### config.mk
export PLATFORM = sky130hd
export DESIGN_NAME = tcomp_sched
export DESIGN_NICKNAME = d
export VERILOG_FILES = /design/src/rtl/tcs_pkg.sv /design/src/rtl/tcs_ctrl_reg.sv /design/src/rtl/tcs_interval_timer.sv /design/src/rtl/tcs_sequencer.sv /design/src/rtl/tcomp_sched.sv
export SDC_FILE = /design/constraint.sdc
export NUM_CORES = 1
export LEC_CHECK = 0
export BUFFER_PORTS_ARGS = -buffer_cell sky130_fd_sc_hd__buf_2
export CAP_MARGIN = 25
export CORE_ASPECT_RATIO = 1.4
export CORE_MARGIN = 4
export CORE_UTILIZATION = 50
export DETAILED_ROUTE_END_ITERATION = 6
export GPL_ROUTABILITY_DRIVEN = 1
export GPL_TIMING_DRIVEN = 0
export HOLD_SLACK_MARGIN = 0.15
export PLACE_DENSITY = 0.78
export SETUP_SLACK_MARGIN = 0.4
export SLEW_MARGIN = 0
export SYNTH_ARGS = -nofsm -noshare
export SYNTH_HDL_FRONTEND = slang
export SYNTH_SLANG_ARGS = --single-unit
export TNS_END_PERCENT = 1
### constraint.sdc
create_clock -name clk -period 5.8 [get_ports clk]
set_input_delay 1.16 -clock clk [delete_from_list [all_inputs] [get_ports clk]]
set_output_delay 1.16 -clock clk [all_outputs]
set_load 0.01 [all_outputs]
### src/rtl/tcs_pkg.sv
package tcs_pkg;
   typedef enum logic [1:0] {
      ST_IDLE   = 2'd0,
      ST_CONV   = 2'd1,
      ST_COMMIT = 2'd2
   } tcs_state_e;

   localparam int unsigned CTRL_W   = 8;
   localparam int unsigned EN_BIT   = 7;
   localparam int unsigned POL_HI   = 6;
   localparam int unsigned POL_LO   = 5;
   localparam int unsigned CAL_W    = 5;

   localparam logic [1:0] POL_OFF   = 2'b00;
   localparam logic [1:0] POL_SHORT = 2'b01;
   localparam logic [1:0] POL_LONG  = 2'b10;
   localparam logic [1:0] POL_LONG2 = 2'b11;
endpackage

### src/rtl/tcs_ctrl_reg.sv
module tcs_ctrl_reg
   import tcs_pkg::*;
#(
   parameter logic [CAL_W-1:0] CAL_VALUE = 5'h13
) (
   input  logic              clk,
   input  logic              rst_n,
   input  logic              wr,
   input  logic [CTRL_W-1:0] wdata,
   output logic [CTRL_W-1:0] rdata,
   output logic              en,
   output logic [1:0]        policy,
   output logic              wr_start,
   output logic              wr_stop
);
   logic       en_q;
   logic [1:0] pol_q;

   always_ff @(posedge clk or negedge rst_n) begin
      if (!rst_n) begin
         en_q  <= 1'b0;
         pol_q <= POL_OFF;
      end else if (wr) begin
         en_q  <= wdata[EN_BIT];
         pol_q <= wdata[POL_HI:POL_LO];
      end
   end

   assign en       = en_q;
   assign policy   = pol_q;
   assign rdata    = {en_q, pol_q, CAL_VALUE};
   assign wr_start = wr &&  wdata[EN_BIT];
   assign wr_stop  = wr && !wdata[EN_BIT];

   AST_WR_STORE: assert property (@(posedge clk) disable iff (!rst_n)
      wr |=> (rdata[CTRL_W-1:CAL_W] == $past(wdata[CTRL_W-1:CAL_W])));
endmodule

### src/rtl/tcs_interval_timer.sv
module tcs_interval_timer
   import tcs_pkg::*;
#(
   parameter int unsigned SHORT_SEC   = 60,
   parameter int unsigned LONG_SEC    = 600,
   parameter bit          POL11_LONG  = 1'b1
) (
   input  logic       clk,
   input  logic       rst_n,
   input  logic       en,
   input  logic [1:0] policy,
   input  logic       on_battery,
   input  logic       tick,
   input  logic       restart,
   output logic       fire
);
   localparam int unsigned CNT_W = $clog2(LONG_SEC + 1);

   logic [CNT_W-1:0] cnt_q;
   logic [CNT_W-1:0] limit;
   logic             long_sel;
   logic             active;
   logic [CNT_W:0]   cnt_nxt;

   generate
      if (POL11_LONG) begin : g_pol11_long
         assign long_sel = on_battery && policy[1];
      end else begin : g_pol11_short
         assign long_sel = on_battery && (policy == POL_LONG);
      end
   endgenerate

   assign active  = en && (!on_battery || (policy != POL_OFF));
   assign limit   = long_sel ? CNT_W'(LONG_SEC) : CNT_W'(SHORT_SEC);
   assign cnt_nxt = {1'b0, cnt_q} + 1'b1;
   assign fire    = active && !restart && tick && (cnt_nxt >= {1'b0, limit});

   always_ff @(posedge clk or negedge rst_n) begin
      if (!rst_n)                cnt_q <= '0;
      else if (!active || restart) cnt_q <= '0;
      else if (tick) begin
         if (cnt_nxt >= {1'b0, limit}) cnt_q <= '0;
         else                          cnt_q <= cnt_nxt[CNT_W-1:0];
      end
   end

   AST_CNT_RANGE: assert property (@(posedge clk) disable iff (!rst_n)
      cnt_q < CNT_W'(LONG_SEC));
   AST_IDLE_CLEAR: assert property (@(posedge clk) disable iff (!rst_n)
      !active |=> (cnt_q == '0));
endmodule

### src/rtl/tcs_sequencer.sv
module tcs_sequencer
   import tcs_pkg::*;
#(
   parameter int unsigned TEMP_W   = 8,
   parameter int unsigned FINE_W   = 6,
   parameter int unsigned COARSE_W = 5
) (
   input  logic                clk,
   input  logic                rst_n,
   input  logic                trig,
   input  logic                drop_pend,
   output logic                conv_req,
   input  logic                conv_done,
   input  logic [TEMP_W-1:0]   conv_temp,
   output logic [TEMP_W-1:0]   lut_temp,
   input  logic [FINE_W-1:0]   lut_fine,
   input  logic [COARSE_W-1:0] lut_coarse,
   output logic [FINE_W-1:0]   final_fine,
   output logic [COARSE_W-1:0] final_coarse
);
   tcs_state_e          state_q;
   logic                pend_q;
   logic                valid_q;
   logic [TEMP_W-1:0]   tcap_q;
   logic [TEMP_W-1:0]   last_q;
   logic [FINE_W-1:0]   ff_q;
   logic [COARSE_W-1:0] fc_q;
   logic                changed;

   assign changed = !valid_q || (tcap_q != last_q);

   always_ff @(posedge clk or negedge rst_n) begin
      if (!rst_n) begin
         state_q <= ST_IDLE;
         pend_q  <= 1'b0;
         valid_q <= 1'b0;
         tcap_q  <= '0;
         last_q  <= '0;
         ff_q    <= '0;
         fc_q    <= '0;
      end else begin
         unique case (state_q)
            ST_IDLE: begin
               if (trig || (pend_q && !drop_pend)) state_q <= ST_CONV;
               pend_q <= 1'b0;
            end
            ST_CONV: begin
               if (trig)           pend_q <= 1'b1;
               else if (drop_pend) pend_q <= 1'b0;
               if (conv_done) begin
                  tcap_q  <= conv_temp;
                  state_q <= ST_COMMIT;
               end
            end
            ST_COMMIT: begin
               if (changed) begin
                  ff_q    <= lut_fine;
                  fc_q    <= lut_coarse;
                  last_q  <= tcap_q;
                  valid_q <= 1'b1;
               end
               state_q <= (trig || (pend_q && !drop_pend)) ? ST_CONV : ST_IDLE;
               pend_q  <= 1'b0;
            end
            default: state_q <= ST_IDLE;
         endcase
      end
   end

   assign conv_req     = (state_q == ST_CONV);
   assign lut_temp     = tcap_q;
   assign final_fine   = ff_q;
   assign final_coarse = fc_q;

   AST_REQ_HOLD: assert property (@(posedge clk) disable iff (!rst_n)
      (conv_req && !conv_done) |=> conv_req);
   AST_START_NEXT: assert property (@(posedge clk) disable iff (!rst_n)
      (trig && state_q == ST_IDLE) |=> conv_req);
   AST_SAME_HOLD: assert property (@(posedge clk) disable iff (!rst_n)
      (state_q == ST_COMMIT && valid_q && tcap_q == last_q)
      |=> ($stable(final_fine) && $stable(final_coarse)));
   AST_ONE_MORE: assert property (@(posedge clk) disable iff (!rst_n)
      (state_q == ST_COMMIT && pend_q && !drop_pend) |=> conv_req);
endmodule

### src/rtl/tcomp_sched.sv
module tcomp_sched
   import tcs_pkg::*;
#(
   parameter int unsigned      TEMP_W     = 8,
   parameter int unsigned      FINE_W     = 6,
   parameter int unsigned      COARSE_W   = 5,
   parameter int unsigned      SHORT_SEC  = 60,
   parameter int unsigned      LONG_SEC   = 600,
   parameter bit               POL11_LONG = 1'b1,
   parameter logic [4:0]       CAL_VALUE  = 5'h13
) (
   input  logic                clk,
   input  logic                rst_n,
   input  logic                reg_wr,
   input  logic [7:0]          reg_wdata,
   output logic [7:0]          reg_rdata,
   input  logic                on_battery,
   input  logic                tick_1hz,
   output logic                conv_req,
   input  logic                conv_done,
   input  logic [TEMP_W-1:0]   conv_temp,
   output logic [TEMP_W-1:0]   lut_temp,
   input  logic [FINE_W-1:0]   lut_fine,
   input  logic [COARSE_W-1:0] lut_coarse,
   output logic [FINE_W-1:0]   final_fine,
   output logic [COARSE_W-1:0] final_coarse
);
   initial begin : param_chk
      if (SHORT_SEC < 1 || LONG_SEC < SHORT_SEC || TEMP_W < 1 ||
          FINE_W < 1 || COARSE_W < 1)
         $error("tcomp_sched: illegal parameter set");
   end

   logic       en;
   logic [1:0] policy;
   logic       wr_start;
   logic       wr_stop;
   logic       fire;
   logic       trig;

   tcs_ctrl_reg #(.CAL_VALUE(CAL_VALUE)) u_ctrl (
      .clk(clk), .rst_n(rst_n), .wr(reg_wr), .wdata(reg_wdata),
      .rdata(reg_rdata), .en(en), .policy(policy),
      .wr_start(wr_start), .wr_stop(wr_stop)
   );

   tcs_interval_timer #(
      .SHORT_SEC(SHORT_SEC), .LONG_SEC(LONG_SEC), .POL11_LONG(POL11_LONG)
   ) u_timer (
      .clk(clk), .rst_n(rst_n), .en(en), .policy(policy),
      .on_battery(on_battery), .tick(tick_1hz), .restart(wr_start),
      .fire(fire)
   );

   assign trig = wr_start || (fire && !wr_stop);

   tcs_sequencer #(
      .TEMP_W(TEMP_W), .FINE_W(FINE_W), .COARSE_W(COARSE_W)
   ) u_seq (
      .clk(clk), .rst_n(rst_n), .trig(trig), .drop_pend(wr_stop),
      .conv_req(conv_req), .conv_done(conv_done), .conv_temp(conv_temp),
      .lut_temp(lut_temp), .lut_fine(lut_fine), .lut_coarse(lut_coarse),
      .final_fine(final_fine), .final_coarse(final_coarse)
   );

   AST_STOP_QUIET: assert property (@(posedge clk) disable iff (!rst_n)
      (reg_wr && !reg_wdata[7] && !conv_req) |=> !conv_req);
endmodule

; ---- Word-level counts from Yosys, hierarchy flattened
; Cells that the tools add are included.
[op_classes]
bitwise_logic = 0
shifts = 0
n_addsub = 1
n_mul = 0
n_lt_le_gt_ge = 1
muxes = 11
div_mod_pow = 0
eq_ne = 6
reduce_logical = 29
[ops]
columns = cell, count
row1 = two-way mux 10 bit, 4
row2 = adder 10 x 1 -> 11 bit (second input constant), 1
row3 = >= comparator 11 x 10 -> 1 bit, 1
row4 = logical AND 1 bit, 9
row5 = inequality test 8 bit, 1
row6 = AND reduction 2 bit, 4
row7 = zero test 1 bit, 6
row8 = one-hot mux 2 bit (3 select lines), 1
row9 = nonzero test 2 bit, 3
row10 = logical OR 1 bit, 5
row11 = two-way mux 2 bit, 2
row12 = inequality test 2 x 1 -> 1 bit (second input constant), 2
row13 = two-way mux 1 bit, 3
row14 = inequality test 3 x 1 -> 1 bit (second input constant), 1
row15 = equality test 2 x 1 -> 1 bit (second input constant), 1
row16 = equality test 2 bit (second input constant), 1
row17 = zero test 2 bit, 1
row18 = one-hot mux 1 bit (2 select lines), 1
row19 = OR reduction 2 bit, 1
[word_totals]
in_bits = 33
memories = 0
out_inout_bits = 28
mem_bits_rw = 0
mem_bits_ro = 0
latchBits = 0
ff_bits = 44
wordCells = 58

; ---- Longest topological paths before layout
; Gate-level depths: netlist of the first run.
[depth]
depth_word = 11
ltp_mapped = 13
depth_no_buf = 11

; ---- Modules after synthesis
; A second synthesis of the first run with hierarchy kept.
[hier_totals]
hier_cells = 207
area_unflattened_um2 = 2399.8
[modules_own_cells]
columns = module, seq_area_each_um2, area_per_inst_um2, n_inst, cells_each
row1 = tcs_sequencer, 775.7, 1267.5, 1, 84
row2 = tcs_interval_timer, 250.2, 932.1, 1, 103
row3 = tcs_ctrl_reg, 75.1, 188.9, 1, 18
row4 = tcomp_sched, 0.0, 11.3, 1, 2

; ---- Least setup slack after synthesis of the first run
; No wires, ideal clock.
[synth_timing]
kind = in2reg
startpoint = input on_battery
endpoint = register u_timer.cnt_q[4]
required_ps = 5718
t_arrival_ps = 2584
setup_ps = 82
setup_slack_ps = 3134
path_buffers = 1
stages = 9
path_cell_list = nand2_1 > ha_1 > a21oi_1 > nand4_1 > o211a_1 > nor2_1 > buf_2 > nand4b_1 > a31oi_1
[synth_via]
elab_chain_cells = 6
word_cells_on_any_way = 12
classes_between = 1 x order compare / 4 x mux / 7 x reduce/logical
[synth_rtl]
columns = element, line_no
row1 = start: declaration, tcomp_sched.sv:17  ; input logic on_battery,
row2 = logical AND 1 bit / zero test 1 bit (equally long branches), "tcs_interval_timer.sv:27, tcs_interval_timer.sv:33"
row3 = two-way mux 10 bit / logical OR 1 bit (equally long branches), "tcs_interval_timer.sv:34, tcs_interval_timer.sv:33"
row4 = >= comparator 11 x 10 -> 1 bit / logical AND 1 bit (equally long branches), "tcs_interval_timer.sv:42, tcs_interval_timer.sv:33"
row5 = two-way mux 10 bit / zero test 1 bit (equally long branches), "tcs_interval_timer.sv:42, tcs_interval_timer.sv:40"
row6 = two-way mux 10 bit / logical OR 1 bit (equally long branches), "tcs_interval_timer.sv:41, tcs_interval_timer.sv:40"
row7 = two-way mux 10 bit / nonzero test 2 bit (equally long branches), -
row8 = end signal: assignment, tcs_interval_timer.sv:43  ; else cnt_q <= cnt_nxt[CNT_W-1:0];
row9 = end: declaration, tcs_interval_timer.sv:19  ; logic [CNT_W-1:0] cnt_q;
; Parallel ways exist; a longest one is shown, timed or not. The select of a mux whose other input is x is not followed.
; A chain may end at the register's enable or synchronous reset.

; ---- Worst setup path after layout of the first run
[layout_timing]
startpoint = register u_timer.cnt_q[0]
endpoint = register u_timer.cnt_q[4]
[layout_via]
elab_chain_cells = 5
[layout_rtl]
columns = element, line_no
row1 = adder 10 x 1 -> 11 bit *, tcs_interval_timer.sv:35  ; assign cnt_nxt = {1'b0, cnt_q} + 1'b1;
row2 = >= comparator 11 x 10 -> 1 bit, tcs_interval_timer.sv:42  ; if (cnt_nxt >= {1'b0, limit}) cnt_q <= '0;
row3 = two-way mux 10 bit *, tcs_interval_timer.sv:42
row4 = two-way mux 10 bit *, tcs_interval_timer.sv:41  ; else if (tick) begin
row5 = two-way mux 10 bit *, tcs_interval_timer.sv:40  ; else if (!active || restart) cnt_q <= '0;
; Every way passes the cells marked *; elsewhere a longest branch is shown, timed or not. The select of a mux whose other input is x is not followed.

==> results of run 1 <==
worst register-to-register path: stages, from the launching register on:
cell and delay, ns:
dfrtp_1 0.45, ha_1 0.18, buf_4 0.15, and3_2 0.21, nand3_1 0.10, xnor2_1 0.25
ha_1 0.30, a21oi_1 0.21, nand4_1 0.13, o211a_1 0.26, nor2_1 0.12, buf_2 0.24
a41oi_1 0.14, a31oi_1 0.18
power groups by stage:
stage	Clock, uW	Sequential [uW]	Combinational [uW]
after CTS	251	482	328
after detailed placement	0	488	326
after floorplan	0	510	176
after global placement	0	480	315
final	248	481	323
after global routing	266	496	357
state kept, by name, indices dropped and copies added, names as in the netlist:
| register | count |
|---|---|
| u_timer.cnt_q | 10 |
| u_seq.last_q | 8 |
| u_seq.lut_temp | 8 |
| u_seq.final_fine | 6 |
| u_seq.final_coarse | 5 |
| u_ctrl.policy | 2 |
| u_seq.state_q | 2 |
| u_ctrl.en | 1 |
| u_seq.pend_q | 1 |
| u_seq.valid_q | 1 |
cell type report:
class                           count  area [um^2]
Fill cell                         379         1720
Sequential cell                    44         1100
Multi-Input combinational cell    134         1100
Timing Repair Buffer               51          270
Buffer                             16          118
Clock buffer                        6         82.6
Tap cell                           62         77.6
Clock inverter                      2         38.8
Inverter                            9         33.8
Yosys cell counts, types with 2 or more instances:
master / n
a22o_1: 3
a31oi_1: 5
xor2_1: 8
nand2_1: 8
nor2_1: 5
nor2b_1: 3
o21ai_0: 6
inv_1: 9
nand2b_1: 2
a21oi_1: 2
mux2_2: 29
buf_4: 9
nand4_1: 4
clkbuf_1: 3
conb_1: 2
buf_6: 3
ha_1: 5
nor3_1: 2
xnor2_1: 6
a41oi_1: 5
and3_2: 3
nand3_1: 7
nor4_1: 2
dfrtp_1: 44
stage by stage:
step	setup slack (ns)	instances	hold slack [ns]
detailed placement	2.77	315	0.454
floorplan	3.13	203	0.439
finish	2.81	324	0.481
global route	2.65	324	0.509
CTS	2.86	323	0.481
global placement	2.81	315	0.453
cells by family after synthesis:
group	after synthesis	synth area share
AO/OA/AOI/OAI	33	0.114
XOR/XNOR	14	0.0524
adder cells (fa/ha/maj)	5	0.0267
buffers and inverters	25	0.0647
flip-flops	44	0.471
multiplexers	30	0.144
other	2	0.00321
AND/OR/NAND/NOR	47	0.125
per-layer routing:
metal,global-route usage,up-vias
met5,0,-
met4,0.0585,0
met3,0.0503,7
met2,0.317,55
met1,0.180,811
li1,-,830
worst max-delay path by stage:
| stage | start | to | slack [ns] | depth (start not counted) |
|---|---|---|---|---|
| after floorplan | on_battery | u_timer.cnt_q[4] | 3.13 | 9 |
| after global placement | on_battery | u_timer.cnt_q[2] | 2.81 | 10 |
| after detailed placement | on_battery | u_timer.cnt_q[4] | 2.77 | 10 |
| after CTS | u_timer.cnt_q[0] | u_timer.cnt_q[4] | 2.86 | 13 |
| after global routing | u_timer.cnt_q[0] | u_timer.cnt_q[8] | 2.65 | 13 |
| final | u_timer.cnt_q[0] | u_timer.cnt_q[4] | 2.81 | 13 |
==> impl_metrics.py, run 1 <==
metrics = {
    "cts": {
        "cts.clk_slew.worst_paths_ns": 0.09,
        "clock_sinks": 44,
        "h-tree-depth": 2,
        "cts_setup_buffers": 0,
        "cts-resized-gates": 0,
        "cts_tree": "done",
        "cts-buffers-inserted": 5,
        "clk_latency_ns": 0.29,
        "clock_tree.buffer_depth": 2,
        "ctsHoldBuffers": 0,
        "root_buffer": "clkbuf_8",
    },
    "sta": {
        "setup_viol": 0,
        "slew_viol_final": 0,
        "timing.final.crit_share": 0.515,
        "fin_skew_ns": 0.00892,
        "finalSetupTns_ns": 0,
        "hold_violations": 0,
        "min_period_ns": 2.99,
        "rsz0062_at_grt": "no",
        "fmaxAchievable_ghz": 0.335,
    },
    "synth": {
        "syn_avg_cell_area_um2": 11.7,
        "synth_area_mm2": 0.00234,
        "yosysTopAreaCell": "dfrtp_1",
        "synth_seq_area_share": 0.471,
        "ys_warn_count": 0,
        "ys_types": 49,
        "async_flop_share": 1.00,
        "synthCells": 200,
        "ys_ff_latch": 44,
        "synth_edf_count": 0,
        "synthFlopType": "dfrtp_1",
        "netlist.area_leader.share": 0.471,
        "synthTopCellsByArea": "dfrtp_1 47%, mux2_2 14%, xor2_1 3.0%",
    },
    "detailed_routing": {
        "routed_wl_um": 4610,
        "avgViaCountPerCell": 5.26,
        "wl_met2_um": 2560,
        "ant_nets": 0,
        "met3WireLength_um": 294,
        "drc": 0,
        "routedWlPerCell_um": 14.2,
        "dr.pass1.iters": 4,
        "maxUsedRoutingLayer": "met4",
        "drt-initial-drc-count": 62,
        "vias": 1703,
        "wirelength_met1_um": 1700,
    },
    "setup_path": {
        "cp-end-kind": "flop",
        "cp_num_buf_inv": 2,
        "cp_top_family": "compound AO/OA/AOI/OAI gates",
        "arrival_ns": 3.20,
        "cpMostUsedCell": "ha_1",
        "r2r_cells": 13,
        "rr_startpoint": "u_timer.cnt_q[0]",
        "slowest_stage": "dfrtp_1",
        "rr_endpoint": "u_timer.cnt_q[4]",
        "rrSetupSlack_ns": 2.81,
        "worst_setup_path_start_kind": "flop",
        "worstPathCellList": "ha_1, buf_4, and3_2, nand3_1, xnor2_1, ha_1, a21oi_1, nand4_1, o211a_1, nor2_1, buf_2, a41oi_1, a31oi_1",
        "required_ns": 6.02,
        "cp_max_fo": 10,
        "slowest_delay_ns": 0.45,
        "criticalPathCategory": "flop to flop",
    },
    "finish": {
        "area.growth.synth_to_final_pct": 20.5,
        "layout_common_cells": "51 x buf_2, 44 x dfrtp_1, 29 x mux2_2",
        "drive_gt1_frac": 0.427,
        "fin_util": 0.622,
        "final_cell_area_mm2": 0.00282,
        "final_common_cell": "buf_2",
        "fin_nets": 299,
        "diodes": 0,
    },
    "floorplanning": {
        "die_h_um": 88.9,
        "initial_utilization": 0.516,
        "die_x_um": 65.8,
        "io_pins": 61,
        "dieArea_mm2": 0.00585,
        "design.core.area_mm2": 0.00454,
        "placementRows": 29,
    },
    "power_and_ir_drop": {
        "p_clk_frac": 0.236,
        "p_sw_uw": 330,
        "combPwrFrac": 0.307,
        "power.leakage_uw": 0.00130,
        "fin_total_pwr_uw": 1050,
        "ir_worst_vdd_v": 0.000251,
        "seq_power_share": 0.457,
        "sw_frac_of_total": 0.314,
        "power_density_mw_per_mm2": 373,
        "internal_power_uw": 721,
    },
    "worst_hold_path": {
        "min_path_cells": 1,
        "min_from": "u_seq.valid_q",
        "hold_path.class": "flop to flop",
        "whs_endpoint": "u_seq.valid_q",
    },
    "global_routing": {
        "antenna_found_initial": 0,
        "grtUsageTotal": 0.170,
        "overflow": 0,
        "grt_pass1_vias": 1755,
        "grt_pass1_wl_um": 7640,
        "grt_max_degree": 45,
    },
    "outcome": {
        "status": "finished clean",
    },
    "place": {
        "dp_hpwl_um": 3520,
        "place_congestion": 0.867,
        "placed_cell_area_mm2": 0.00268,
        "port_buffers": 50,
    },
    "flow_run": {
        "cap_viol_max_count": 0,
    },
}
(Power assumes the default switching activity.)
==> inputs of run 2 (changes only) <==
--- a/config.mk
+++ b/config.mk
@@ -5,16 +5,17 @@
 export SDC_FILE = /design/constraint.sdc
 export NUM_CORES = 1
 export LEC_CHECK = 0
+export ABC_AREA = 1
 export BUFFER_PORTS_ARGS = -buffer_cell sky130_fd_sc_hd__buf_2
 export CAP_MARGIN = 25
 export CORE_ASPECT_RATIO = 1.4
 export CORE_MARGIN = 4
-export CORE_UTILIZATION = 50
+export CORE_UTILIZATION = 47
 export DETAILED_ROUTE_END_ITERATION = 6
 export GPL_ROUTABILITY_DRIVEN = 1
 export GPL_TIMING_DRIVEN = 0
 export HOLD_SLACK_MARGIN = 0.15
-export PLACE_DENSITY = 0.78
+export PLACE_DENSITY = 0.77
 export SETUP_SLACK_MARGIN = 0.4
 export SLEW_MARGIN = 0
 export SYNTH_ARGS = -nofsm -noshare
==> constraint.sdc (replaced) <==
create_clock -name clk -period 2.5 [get_ports clk]
set_input_delay 0.5 -clock clk [delete_from_list [all_inputs] [get_ports clk]]
set_output_delay 0.5 -clock clk [all_outputs]
set_load 0.01 [all_outputs]
==> run 2 against run 1 <==
  * Clock skew barely moved
  * Flip-flop and latch count did not move
  * Worst setup slack got worse by 2.8 ns
  * Routed wire length rose by 9.3%
==> impl_metrics.py, run 2 <==
metrics = {
    "power_and_ir_drop": {
        "p_sw_uw": 739,
        "sw_frac_of_total": 0.341,
        "ir_worst_vdd_v": 0.000527,
        "p_clk_frac": 0.213,
        "seq_power_share": 0.482,
        "combPwrFrac": 0.305,
        "internal_power_uw": 1430,
        "power_density_mw_per_mm2": 739,
        "power.leakage_uw": 0.00158,
    },
    "sta": {
        "timing.final.crit_share": 0.984,
        "fmaxAchievable_ghz": 0.406,
        "min_period_ns": 2.46,
        "rsz0062_at_grt": "yes",
        "setup_viol": 0,
        "fin_skew_ns": 0.00907,
        "tightest_slew_ns": 0.693,
        "slew_viol_final": 0,
        "max_slew_margin": 0.536,
        "hold_violations": 0,
        "finalSetupTns_ns": 0,
    },
    "setup_path": {
        "cp_max_fo": 4,
        "cpMostUsedCell": "nand2_1",
        "worstPathCellList": "buf_6, nand4_1, or4_4, xor2_2, inv_1, ha_1, inv_1, a21oi_2, nand2_1, nand3b_1, nand3_2, nand2_2, nand2_1, nand2_1, nand2_1, nand2_1",
        "required_ns": 2.69,
        "arrival_ns": 2.65,
        "cp-end-kind": "flop",
        "worst_setup_path_start_kind": "flop",
        "criticalPathCategory": "flop to flop",
        "slowest_stage": "or4_4",
        "cp_top_family": "simple AND/OR/NAND/NOR gates",
        "cp_num_buf_inv": 3,
        "slowest_delay_ns": 0.45,
    },
    "global_routing": {
        "grt_pass1_vias": 2044,
        "grt_pass1_wl_um": 8530,
        "grtUsageTotal": 0.176,
        "overflow": 0,
        "grt_max_degree": 45,
        "antenna_found_initial": 0,
    },
    "cts": {
        "root_buffer": "clkbuf_8",
        "cts_tree": "done",
        "clk_latency_ns": 0.29,
        "clock_tree.buffer_depth": 2,
        "h-tree-depth": 2,
        "cts-buffers-inserted": 5,
        "clock_sinks": 44,
        "cts.clk_slew.worst_paths_ns": 0.08,
    },
    "finish": {
        "fin_nets": 399,
        "top_register": "u_timer.cnt_q",
        "fin_util": 0.631,
        "layout_common_cells": "98 x nand2_1, 50 x buf_2, 41 x dfrtp_1",
        "fill_cells": 444,
        "area.growth.synth_to_final_pct": 26.8,
        "largest_reg_flops": 10,
        "diodes": 0,
        "final_common_cell": "nand2_1",
        "drive_gt1_frac": 0.309,
    },
    "detailed_routing": {
        "avgViaCountPerCell": 4.82,
        "routed_wl_um": 5040,
        "drt-initial-drc-count": 55,
        "drc": 0,
        "routedWlPerCell_um": 11.9,
        "dr.pass1.iters": 4,
        "ant_nets": 0,
        "vias": 2043,
    },
    "synth": {
        "synth_seq_area_share": 0.477,
        "synth-xor-area-share": 0.0265,
        "syn_avg_cell_area_um2": 8.10,
        "yosys.area_share.simple": 0.304,
        "synthCells": 285,
        "synthTopCellsByArea": "dfrtp_1 48%, nand2_1 16%, nand3_1 4.8%",
        "synthAdderAreaFrac": 0.0271,
        "yosysTopAreaCell": "dfrtp_1",
        "synth_top_family_by_area": "simple AND/OR/NAND/NOR gates",
        "ys_types": 33,
        "synth.top_cells.by_count": "98 x nand2_1, 44 x dfrtp_1, 28 x inv_1",
        "synth_edf_count": 0,
        "netlist.area_leader.share": 0.477,
        "async_flop_share": 1.00,
        "synth_mux_area_frac": 0,
        "synth_compound_area_frac": 0.0775,
        "yosysMostFrequentCell": "nand2_1",
        "ys_warn_count": 0,
        "synth_area_mm2": 0.00231,
        "synthFlopType": "dfrtp_1",
        "ys_ff_latch": 44,
    },
    "outcome": {
        "status": "finished clean",
    },
    "place": {
        "dp_hpwl_um": 3610,
        "place_congestion": 0.828,
        "port_buffers": 50,
    },
    "floorplanning": {
        "die_h_um": 90.9,
        "initial_utilization": 0.497,
        "design.core.area_mm2": 0.00464,
        "io_pins": 61,
        "dieArea_mm2": 0.00612,
        "placementRows": 29,
        "die_x_um": 67.2,
    },
    "flow_run": {
        "cap_viol_max_count": 0,
    },
    "worst_hold_path": {
        "hold_path.class": "input pin to flop",
    },
}
==> run 2: path summary, 6_finish.rpt <==
check	startpoint	to	slack, ns	cells after the start
min in group asynchronous	rst_n	u_timer.cnt_q[9]	0.61	2
max in group asynchronous	rst_n	u_seq.valid_q	1.42	3
max reg2reg	u_timer.cnt_q[2]	u_seq.pend_q	0.04	16
min reg2reg	u_seq.valid_q	u_seq.valid_q	0.46	2
min	conv_temp[2]	u_seq.lut_temp[2]	0.40	3
max	u_timer.cnt_q[2]	u_seq.pend_q	0.04	16
==> run 2: power by group through the flow <==
stage / logic, uW / registers (uW) / clock network, uW
6_report: 661 / 1040 / 460
5_1_grt: 756 / 1070 / 506
4_1_cts: 666 / 1040 / 478
3_5_place_dp: 660 / 1050 / 0
3_3_place_gp: 643 / 1050 / 0
2_1_floorplan: 323 / 1120 / 0
==> run 2: worst register-to-register path, stage by stage, from the launching register on <==
cell and delay [ns]:
dfrtp_1 0.35, buf_6 0.11, nand4_1 0.11, or4_4 0.45, xor2_2 0.16, inv_1 0.06, ha_1 0.26, inv_1 0.04
a21oi_2 0.14, nand2_1 0.07, nand3b_1 0.24, nand3_2 0.14, nand2_2 0.06, nand2_1 0.05, nand2_1 0.04, nand2_1 0.05
nand2_1 0.04
==> run 2: final cells by class <==
cell class | instances | area, um^2 | area share
Buffer | 12 | 82.6 | 0.0282
Multi-Input combinational cell | 201 | 1070 | 0.365
Sequential cell | 44 | 1100 | 0.377
Tap cell | 62 | 77.6 | 0.0265
Timing Repair Buffer | 66 | 385 | 0.132
Clock buffer | 7 | 86.3 | 0.0295
Clock inverter | 1 | 7.51 | 0.00256
Inverter | 31 | 116 | 0.0397
==> run 2: cell families after synthesis <==
family,Yosys count
xor gates and xnor gates,7
AOI/OAI and AO/OA,31
adders and majority gates,5
buffers and inverters,43
other,2
DFF,44
and+or+nand+nor,153
==> run 2: repair_timing <==
action | 4_1_cts | 5_1_grt
endpoints found under the hold margin | 0 | 9
pin swaps | 10 | 6
buffers inserted | 8 | 6
endpoints found under the setup margin | 12 | 12
cloned | 0 | 0
hold buffers | 0 | 1
gates resized for setup | 6 | 4
==> run 2: routing by layer <==
| layer | vias to the layer above | track usage | wire [um] |
|---|---|---|---|
| li1 | 1048 | - | - |
| met1 | 955 | 0.200 | 2030 |
| met2 | 38 | 0.322 | 2790 |
| met3 | 2 | 0.0309 | 191 |
| met4 | 0 | 0.0592 | 32 |
| met5 | - | 0 | 0 |
==> run 2: metrics by stage <==
step	std cells	setup slack [ns]	total power (uW)	hold slack [ns]	instance area, um^2
3_3_place_gp	400	-0.125	1700	0.441	2660
5_1_grt	424	-0.154	2330	0.390	2930
6_report	424	0.0388	2160	0.400	2930
3_5_place_dp	400	-0.157	1720	0.445	2660
2_1_floorplan	288	0.0664	1440	0.204	2330
4_1_cts	416	-0.0144	2190	0.393	2840
==> inputs of run 3 (changes only) <==
--- a/config.mk
+++ b/config.mk
@@ -9,7 +9,7 @@
 export BUFFER_PORTS_ARGS = -buffer_cell sky130_fd_sc_hd__buf_2
 export CAP_MARGIN = 25
 export CORE_ASPECT_RATIO = 1.4
-export CORE_MARGIN = 4
+export CORE_MARGIN = 2
 export CORE_UTILIZATION = 47
 export DETAILED_ROUTE_END_ITERATION = 6
 export GPL_ROUTABILITY_DRIVEN = 1
==> run 3 against run 2 <==
  * The run now ends with setup timing left
  * Utilization rose by 0.94 points
  * First-iteration DRC count up 25%
  * Critical path depth is 6 higher
  * Non-clock buffer count rose by 12
  * Critical endpoint unchanged
  * Largest cell class is now multi-input gates
  * Largest power group unchanged
==> impl_metrics.py, run 3 (synthesis results as in run 2) <==
metrics = {
    "cts": {
        "clock_tree.buffer_depth": 2,
        "root_buffer": "clkbuf_8",
        "clock_sinks": 44,
        "cts-buffers-inserted": 5,
        "clk_latency_ns": 0.30,
        "cts_tree": "done",
        "cts.clk_slew.worst_paths_ns": 0.09,
        "h-tree-depth": 2,
    },
    "detailed_routing": {
        "wirelength_met1_um": 2210,
        "maxUsedRoutingLayer": "met4",
        "dr.pass1.iters": 4,
        "vias": 2181,
        "avgViaCountPerCell": 4.98,
        "routed_wl_um": 5710,
        "met3WireLength_um": 186,
        "ant_nets": 0,
        "wl_met2_um": 3130,
        "drc": 0,
        "drt-initial-drc-count": 69,
        "routedWlPerCell_um": 13.0,
    },
    "power_and_ir_drop": {
        "sw_frac_of_total": 0.353,
        "power_density_mw_per_mm2": 704,
        "ir_worst_vdd_v": 0.000673,
        "p_clk_frac": 0.208,
        "combPwrFrac": 0.307,
        "fin_total_pwr_uw": 2170,
        "internal_power_uw": 1400,
        "p_sw_uw": 764,
        "power.leakage_uw": 0.00164,
        "seq_power_share": 0.485,
    },
    "setup_path": {
        "cp-end-kind": "flop",
        "rrSetupSlack_ns": -0.15,
        "arrival_ns": 2.90,
        "criticalPathCategory": "flop to flop",
        "required_ns": 2.75,
        "r2r_cells": 22,
        "rr_endpoint": "u_seq.pend_q",
        "rr_startpoint": "u_timer.cnt_q[2]",
        "worst_setup_path_start_kind": "flop",
        "cp_max_fo": 4,
    },
    "floorplanning": {
        "initial_utilization": 0.481,
        "design.core.area_mm2": 0.00480,
        "die_h_um": 86.9,
        "io_pins": 61,
        "placementRows": 30,
        "die_x_um": 63.2,
        "dieArea_mm2": 0.00550,
    },
    "sta": {
        "timing.final.crit_share": 1.06,
        "fin_skew_ns": 0.00718,
        "min_period_ns": 2.65,
        "finalSetupTns_ns": -1.32,
        "layout_setup_ws_ns": -0.153,
        "hold_violations": 0,
        "fmaxAchievable_ghz": 0.377,
        "tightest_slew_ns": 0.736,
        "setup_viol": 10,
        "max_slew_margin": 0.508,
        "slew_viol_final": 0,
        "rsz0062_at_grt": "yes",
    },
    "global_routing": {
        "grt_max_degree": 45,
        "grt_pass1_vias": 2141,
        "antenna_found_initial": 0,
        "grt_pass1_wl_um": 9280,
        "grtUsageTotal": 0.213,
        "overflow": 0,
    },
    "finish": {
        "drive_gt1_frac": 0.358,
        "largest_reg_flops": 10,
        "diodes": 0,
        "final_common_cell": "nand2_1",
        "layout_common_cells": "94 x nand2_1, 50 x buf_2, 40 x dfrtp_1",
        "area.growth.synth_to_final_pct": 33.2,
        "fin_nets": 411,
        "fill_cells": 419,
        "final_cells": 438,
        "fin_util": 0.640,
        "final_cell_area_mm2": 0.00308,
        "top_register": "u_timer.cnt_q",
    },
    "worst_hold_path": {
        "min_path_cells": 3,
        "min_from": "conv_temp[6]",
        "whs_endpoint": "u_seq.lut_temp[6]",
        "hold_path.class": "input pin to flop",
    },
    "place": {
        "dp_hpwl_um": 3620,
        "placed_cell_area_mm2": 0.00266,
        "place_congestion": 0.907,
        "place_inst": 402,
        "port_buffers": 50,
    },
    "outcome": {
        "violations": "setup timing",
        "status": "finished with violations",
    },
    "flow_run": {
        "cap_viol_max_count": 0,
    },
}
run 3: worst max-delay path by stage:
stage,from,to,cells past startpoint
global route,u_timer.cnt_q[2],u_seq.pend_q,19
floorplan,u_timer.cnt_q[4],u_seq.pend_q,15
global placement,u_timer.cnt_q[4],u_seq.pend_q,15
CTS,u_timer.cnt_q[2],u_timer.cnt_q[7],13
finish,u_timer.cnt_q[2],u_seq.pend_q,22
detailed placement,u_timer.cnt_q[4],u_seq.pend_q,15
run 3: layout make-up:
| type | count | area, um^2 | share of cell area |
|---|---|---|---|
| Inverter | 31 | 116 | 0.0378 |
| Clock inverter | 2 | 16.3 | 0.00529 |
| Tap cell | 64 | 80.1 | 0.0260 |
| Buffer | 12 | 82.6 | 0.0269 |
| Timing Repair Buffer | 78 | 487 | 0.158 |
| Sequential cell | 44 | 1110 | 0.360 |
| Clock buffer | 6 | 72.6 | 0.0236 |
| Multi-Input combinational cell | 201 | 1110 | 0.362 |
run 3: layer usage:
layer	vias to the layer above	track usage
met1	1043	0.237
met2	57	0.388
met3	17	0.0362
met4	0	0.111
li1	1064	-
met5	-	0
run 3: power groups by stage:
stage / clock network (uW) / logic (uW) / registers [uW]
after floorplan: 0 / 323 / 1120
after global placement: 0 / 637 / 1050
after detailed placement: 0 / 655 / 1060
after CTS: 458 / 662 / 1050
after global routing: 481 / 753 / 1070
final: 451 / 666 / 1050
run 3: critical path: stages, from the launching register on:
cell,delay [ns]
dfrtp_1,0.35
buf_6,0.11
nand4_1,0.15
buf_4,0.19
buf_4,0.13
buf_4,0.13
buf_6,0.11
buf_6,0.11
buf_4,0.12
buf_4,0.12
buf_4,0.13
buf_6,0.11
nand2_4,0.07
nor2_4,0.04
nand3_2,0.07
nor2_4,0.04
nor2_4,0.15
nand3_2,0.11
nand2_2,0.11
nand2_2,0.06
nand2_2,0.08
nand2_2,0.05
nand2_1,0.05
run 3: per-stage QoR:
| step | hold WS (ns) | setup slack (ns) |
|---|---|---|
| 2_1_floorplan | 0.204 | 0.0664 |
| 3_3_place_gp | 0.443 | -0.127 |
| 3_5_place_dp | 0.453 | -0.203 |
| 4_1_cts | 0.376 | -0.0857 |
| 5_1_grt | 0.390 | -0.254 |
| 6_report | 0.388 | -0.153 |
run 3: repair_timing:
item | 4_1_cts | 5_1_grt
setup endpoints to repair | 12 | 16
pin swaps | 8 | 11
resized for setup | 13 | 13
endpoints found under the hold margin | 0 | 6
hold buffers | 0 | 1
buffers inserted | 20 | 6
